## src/rtl/uart_frame_tx.sv

```systemverilog
module uart_frame_tx (
  input  logic       clk,
  input  logic       rst_n,
  input  logic       in_valid,
  output logic       in_ready,
  input  logic [7:0] in_data,
  input  logic [1:0] cfg_len,
  input  logic       cfg_msb_first,
  input  logic       cfg_par_en,
  input  logic       cfg_par_odd,
  input  logic       cfg_two_stop,
  input  logic [1:0] cfg_presc,
  input  logic [7:0] cfg_reload,
  output logic       txd,
  output logic       busy
);
  localparam int DW = 8;
  localparam int FW = DW + 4;

  logic [FW-1:0] frame_c, sh;
  logic [3:0]    len, nbits, left;
  logic [2:0]    idx;
  logic          b, par;
  logic [1:0]    presc_q;
  logic [7:0]    rl_q;
  logic [2:0]    pcnt, pmax;
  logic [7:0]    bcnt;
  logic          pre_tick, bit_end, accept;

  assign len      = 4'd5 + {2'b00, cfg_len};
  assign nbits    = len + 4'd2 + {3'b000, cfg_par_en} + {3'b000, cfg_two_stop};
  assign in_ready = !busy;
  assign accept   = in_valid && in_ready;
  assign txd      = busy ? sh[0] : 1'b1;

  always_comb begin
    frame_c    = '1;
    frame_c[0] = 1'b0;
    par        = cfg_par_odd;
    idx        = '0;
    b          = 1'b0;
    for (int i = 0; i < DW; i++) begin
      if (4'(i) < len) begin
        idx = cfg_msb_first ? 3'(len - 4'(i) - 4'd1) : 3'(i);
        b   = in_data[idx];
        frame_c[1+i] = b;
        par = par ^ b;
      end
    end
    if (cfg_par_en) frame_c[len + 4'd1] = par;
  end

  always_comb begin
    case (presc_q)
      2'd0:    pmax = 3'd0;
      2'd1:    pmax = 3'd1;
      2'd2:    pmax = 3'd3;
      default: pmax = 3'd7;
    endcase
  end

  assign pre_tick = busy && (pcnt == pmax);
  assign bit_end  = pre_tick && (bcnt == rl_q - 8'd1);

  always_ff @(posedge clk) begin
    if (!rst_n) begin
      busy    <= 1'b0;
      sh      <= '1;
      left    <= '0;
      presc_q <= '0;
      rl_q    <= 8'd2;
      pcnt    <= '0;
      bcnt    <= '0;
    end else if (accept) begin
      busy    <= 1'b1;
      sh      <= frame_c;
      left    <= nbits - 4'd1;
      presc_q <= cfg_presc;
      rl_q    <= (cfg_reload < 8'd2) ? 8'd2 : cfg_reload;
      pcnt    <= '0;
      bcnt    <= '0;
    end else if (busy) begin
      pcnt <= pre_tick ? 3'd0 : pcnt + 3'd1;
      if (pre_tick) bcnt <= bit_end ? 8'd0 : bcnt + 8'd1;
      if (bit_end) begin
        if (left == 4'd0) busy <= 1'b0;
        else begin
          sh   <= {1'b1, sh[FW-1:1]};
          left <= left - 4'd1;
        end
      end
    end
  end

  p_accept_start_r2: assert property (@(posedge clk) disable iff (!rst_n)
    accept |=> busy && !txd);
  p_stop_before_idle_r6: assert property (@(posedge clk) disable iff (!rst_n)
    $fell(busy) |-> txd && $past(txd));
  p_bit_stable_r7: assert property (@(posedge clk) disable iff (!rst_n)
    busy && !bit_end |=> busy && $stable(txd));
  p_count_bound_r7: assert property (@(posedge clk) disable iff (!rst_n)
    busy |-> (bcnt < rl_q) && (pcnt <= pmax));
  p_no_accept_busy_r9: assert property (@(posedge clk) disable iff (!rst_n)
    busy && in_valid && !bit_end |=> $stable(left) || (left == $past(left) - 4'd1));
endmodule

```

## config.mk

```make
export PLATFORM = sky130hd
export DESIGN_NAME = uart_frame_tx
export DESIGN_NICKNAME = d
export VERILOG_FILES = /design/src/rtl/uart_frame_tx.sv
export SDC_FILE = /design/constraint.sdc
export NUM_CORES = 1
export LEC_CHECK = 0
export BUFFER_PORTS_ARGS = -buffer_cell sky130_fd_sc_hd__buf_2
export CAP_MARGIN = 10
export CORE_MARGIN = 4
export CORE_UTILIZATION = 56
export CTS_BUF_LIST = sky130_fd_sc_hd__clkbuf_4
export CTS_CLUSTER_SIZE = 10
export DETAILED_ROUTE_END_ITERATION = 12
export PLACE_DENSITY = 0.79
export SLEW_MARGIN = 20
export SYNTH_ARGS = -nofsm -noshare
export SYNTH_HDL_FRONTEND = slang
export SYNTH_SLANG_ARGS = --single-unit
```

## constraint.sdc

```tcl
create_clock -name clk -period 2.8 [get_ports clk]
set_clock_uncertainty 0.15 [all_clocks]
set_input_delay 0.14 -clock clk [delete_from_list [all_inputs] [get_ports clk]]
set_output_delay 0.14 -clock clk [all_outputs]
set_load 0.05 [all_outputs]
```

==> results.json, run 1 <==
{
  "core_area_um2": 5070,
  "fill_cells": 421,
  "p_leak_nw": 1.50,
  "min_path_type": "in2reg",
  "antenna_found_initial": 0,
  "syn_area_um2": 2920,
  "initial_utilization": 0.576,
  "slew_headroom": 0.662,
  "die_y_um": 80.3,
  "slew_violations": 0,
  "async_flop_share": 0,
  "pin_count": 30,
  "grt_util_all_layers": 0.249,
  "clkLatencyLatePin_ps": 340,
  "num_vias": 2807,
  "syn_to_final_growth_pct": 22.9,
  "synthesis.nets": 398,
  "dieArea_um2": 6440,
  "layout_commonest_cell": "nand2_1",
  "worstSetupPathType": "reg2reg",
  "first_pass_iters": 4,
  "clk_pin_slew_ps": 120,
  "place_congestion": 0.902,
  "cp.arrival_ps": 2740,
  "drive_gt1_frac": 0.227,
  "status": "finished clean",
  "hpwl_mm": 5.43,
  "synth_cells": 354,
  "cap_violations": 0,
  "max-clock-path-buffers": 2,
  "grt_start_max_net_pins": 25,
  "yosys.cell_types.count": 64,
  "clock_sinks": 38,
  "fin_nets": 458,
  "ys.flop_type": "dfxtp_1",
  "grt_pass1_wl_mm": 12.9,
  "ys_seq_elements": 38,
  "die_width_um": 80.3,
  "period_minus_slack_ps": 2660,
  "port_buffers": 29,
  "drtIter0Drc": 145,
  "layout_common_cells": "nand2_1 (43), dfxtp_1 (38), buf_4 (33)",
  "fin_area_um2": 3590,
  "endpoint_kind": "flop",
  "wire_per_inst_um": 15.4,
  "syn_area_per_cell_um2": 8.26,
  "finalSetupTns_ps": 0,
  "ff_latch_area_um2": 761,
  "setup_viol": 0,
  "worstPathMaxFanout": 7,
  "grt-ovfl-total": 0,
  "htreeDepth": 2,
  "root_buffer": "clkbuf_4",
  "synth_edf_count": 0,
  "drc": 0,
  "ys_seq_area_frac": 0.260,
  "period_share": 0.950,
  "multiInputGateArea_um2": 2080,
  "postCtsSetupBuffers": 0,
  "hold_viol": 0,
  "required_ps": 2880,
  "cts_buffers": 5,
  "clock.fmax_mhz": 376,
  "peakVddDrop_mv": 0.321,
  "cts_tree": "done",
  "antenna_cells": 0,
  "postRouteAntennaNets": 0,
  "p_per_area_nw_per_um2": 442,
  "via_per_inst": 5.79,
  "grt_pass1_vias": 2854,
  "drt-total-wl_mm": 7.46,
  "worst_pin_slew_ps": 494,
  "yosysWarnings": 0,
  "rows": 26,
  "start_kind": "flop",
  "placed_cell_area_um2": 3360
}
report_power, final:
group | switching (mW) | internal, mW
clock | 0.186 | 0.279
combinational | 0.274 | 0.245
sequential | 0.0313 | 0.573
total | 0.491 | 1.10
logic make-up (layout without fill, tap and decap cells):
group | Yosys count | after routing | synth area share
and+or+nand+nor | 130 | 130 | 0.226
AOI/OAI and AO/OA | 81 | 81 | 0.194
DFF | 38 | 38 | 0.260
buffers and inverters | 38 | 99 | 0.0518
xor gates and xnor gates | 25 | 25 | 0.0800
muxes | 25 | 25 | 0.113
adders and majority gates | 17 | 17 | 0.0753
layer usage:
| layer | global-route usage | vias to the layer above | share of wire |
|---|---|---|---|
| li1 | - | 1391 | - |
| met1 | 0.308 | 1339 | 0.45 |
| met2 | 0.432 | 67 | 0.50 |
| met3 | 0.0482 | 10 | 0.040 |
| met4 | 0.0794 | 0 | 0.015 |
| met5 | 0 | - | 0 |
cell usage after synthesis (3+ instances only):
library cell	count	area, um2
and3_1	5	31.3
nor4_1	3	18.8
a31oi_1	6	37.5
o21ai_0	8	40.0
nor2_1	22	82.6
nand4_1	5	31.3
a21boi_0	8	60.1
and4_1	4	35.0
o2111ai_1	3	26.3
and2_1	4	25.0
dfxtp_1	38	761
buf_2	4	20.0
o211ai_1	3	22.5
xnor2_1	12	105
nor3_1	9	45.0
mux2_1	4	45.0
mux4_2	5	113
nor3b_1	3	22.5
a22oi_1	3	22.5
xor2_1	12	105
o21a_1	3	22.5
ha_1	16	200
o21ai_1	7	35.0
mux2i_1	14	140
a21oi_1	15	75.1
nor2b_1	6	37.5
nand2_1	43	161
nand3_1	6	30.0
nand2b_1	9	56.3
a211oi_1	4	30.0
inv_1	17	63.8
clkbuf_1	14	52.6
worst paths after layout:
| path | startpoint | to | slack (ps) | cells after the start |
|---|---|---|---|---|
| worst min register to register | rl_q[7] | rl_q[7] | 360 | 2 |
| worst max register to register | rl_q[0] | sh[7] | 140 | 11 |
| worst max-delay path | rl_q[0] | sh[7] | 140 | 11 |
| worst min-delay path | cfg_two_stop | left[0] | 30 | 3 |
critical path: stages, from the launching register on:
cell and delay [ps]:
dfxtp_1 340, inv_1 120, ha_4 180, nand2_1 60, mux2_2 290, a211oi_2 240, o2111a_1 220, and4_4 260
buf_4 180, mux2_1 320, o21ai_0 140, a31oi_1 50
per-stage QoR:
stage / hold slack, ps / util / setup WS (ps) / std cells / power, mW
2_1_floorplan: 125 / - / 6.73 / 354 / 0.952
3_3_place_gp: 245 / 0.662 / 22.9 / 467 / 1.09
3_5_place_dp: 253 / 0.662 / -97.9 / 467 / 1.10
4_1_cts: 23.2 / 0.703 / 20.6 / 485 / 1.58
5_1_grt: 34.0 / 0.708 / -12.3 / 485 / 1.69
6_report: 30.0 / 0.708 / 139 / 485 / 1.59
cell type report:
type                            count  share of cell area
Multi-Input combinational cell    278               0.577
Tap cell                           70              0.0244
Clock inverter                      3              0.0191
Timing Repair Buffer               72               0.137
Inverter                           19              0.0198
Clock buffer                        5              0.0104
Sequential cell                    38               0.212
flip-flops by register name (all words and copies together), names as in the netlist:
name,cells
bcnt,8
busy,1
left,4
pcnt,3
presc_q,2
rl_q,8
sh,12
what timing repair did:
action | CTS | global route
resized for setup | 1 | 6
hold buffers | 10 | 0
endpoints found under the setup margin | 1 | 5
endpoints found under the hold margin | 10 | 0
(Power assumes the default switching activity.)
==> run 2, diff against run 1 <==
- REMOVE_ABC_BUFFERS: unset -> 1
==> results.json, run 2 (same netlist as run 1, synthesis figures left out) <==
{
  "drc": 0,
  "dp_slack_ps": -136,
  "worst_pin_slew_ps": 537,
  "rows": 26,
  "pin_count": 30,
  "grt_start_max_net_pins": 25,
  "layout_commonest_cell": "nand2_1",
  "clkLatencyLatePin_ps": 350,
  "hold_viol": 0,
  "multiInputGateArea_um2": 2040,
  "status": "finished clean",
  "holdWs_ps": 24.1,
  "p_leak_nw": 1.48,
  "dieArea_um2": 6440,
  "first_pass_iters": 4,
  "postCtsSetupBuffers": 0,
  "drive_gt1_frac": 0.213,
  "slew_headroom": 0.641,
  "htreeDepth": 2,
  "rsz0062_at_grt": "no",
  "layout_common_cells": "nand2_1 (43), dfxtp_1 (38), buf_4 (31)",
  "initial_utilization": 0.576,
  "fin_area_um2": 3540,
  "grt-ovfl-total": 0,
  "cts_buffers": 5,
  "wire_per_inst_um": 15.8,
  "required_ps": 2910,
  "antenna_cells": 0,
  "period_share": 0.957,
  "cts_tree": "done",
  "via_per_inst": 5.90,
  "ff_latch_area_um2": 761,
  "regMostFlops": "sh",
  "placed_cell_area_um2": 3310,
  "ff2ff_setup_slack_ps": 120,
  "cp.arrival_ps": 2790,
  "clk_pin_slew_ps": 130,
  "hpwl_mm": 5.69,
  "root_buffer": "clkbuf_4",
  "syn_to_final_growth_pct": 21.1,
  "finalSetupTns_ps": 0,
  "fin_ws_ps": 120,
  "p_per_area_nw_per_um2": 448,
  "start_kind": "flop",
  "num_vias": 2849,
  "total_power_mw": 1.59,
  "max-clock-path-buffers": 2,
  "grt_pass1_wl_mm": 12.9,
  "die_y_um": 80.3,
  "peakVddDrop_mv": 0.259,
  "min_path_type": "in2reg",
  "fill_cells": 408,
  "clock.fmax_mhz": 373,
  "setup_viol": 0,
  "port_buffers": 29,
  "die_width_um": 80.3,
  "slew_violations": 0,
  "worstSetupPathType": "reg2reg",
  "drt-total-wl_mm": 7.62,
  "largest_reg_flops": 12,
  "place_congestion": 0.971,
  "grt_pass1_vias": 2851,
  "period_minus_slack_ps": 2680,
  "fin_nets": 456,
  "drtIter0Drc": 235,
  "worstPathMaxFanout": 5,
  "grt_util_all_layers": 0.252,
  "core_area_um2": 5070,
  "antenna_found_initial": 0,
  "cap_violations": 0,
  "top_regs": "sh (12), bcnt (8), rl_q (8)",
  "endpoint_kind": "flop",
  "postRouteAntennaNets": 0,
  "clock_sinks": 38
}
[run 2: power by group]
part	switching [mW]	internal (mW)	total, mW
clock network	0.200	0.279	0.479
registers	0.0336	0.573	0.606
logic	0.272	0.229	0.501
total	0.506	1.08	1.59
[run 2: cell type report]
cell class,instances,share of cell area
clock buffer,5,0.0106
tap,70,0.0247
clock inverter,3,0.0194
multi-input combinational,278,0.575
sequential,38,0.215
timing repair buffer,70,0.135
inverter,19,0.0201
[run 2: worst max-delay path: stages (launching register included)]
cell and delay, ps:
dfxtp_1 330, buf_4 150, o31a_1 300, o21a_1 200, o31ai_2 300, o2111a_1 230, and4_4 260, mux2i_2 240
o2111ai_1 120, o32a_1 310
[run 2: final timing paths]
kind,startpoint,end,cells past startpoint
setup reg to reg,rl_q[1],sh[2],9
setup / recovery,rl_q[1],sh[2],9
hold / removal,rst_n,sh[6],2
hold reg to reg,rl_q[1],rl_q[1],2
[run 2: metal layers]
layer,up-vias,GRT usage,share of wire
li1,1390,-,-
met1,1345,0.319,0.43
met2,101,0.430,0.50
met3,13,0.0437,0.058
met4,0,0.0861,0.016
met5,-,0,0
[run 2: repair_timing]
item                                    CTS  global route
endpoints found under the setup margin    0            16
gates resized for setup                   0             7
endpoints found under the hold margin    10             0
hold buffers                             10             0
[run 2: per-stage QoR]
stage / util / std cells
floorplan: - / 335
global placement: 0.652 / 465
detailed placement: 0.652 / 465
CTS: 0.693 / 483
global route: 0.698 / 483
finish: 0.698 / 483
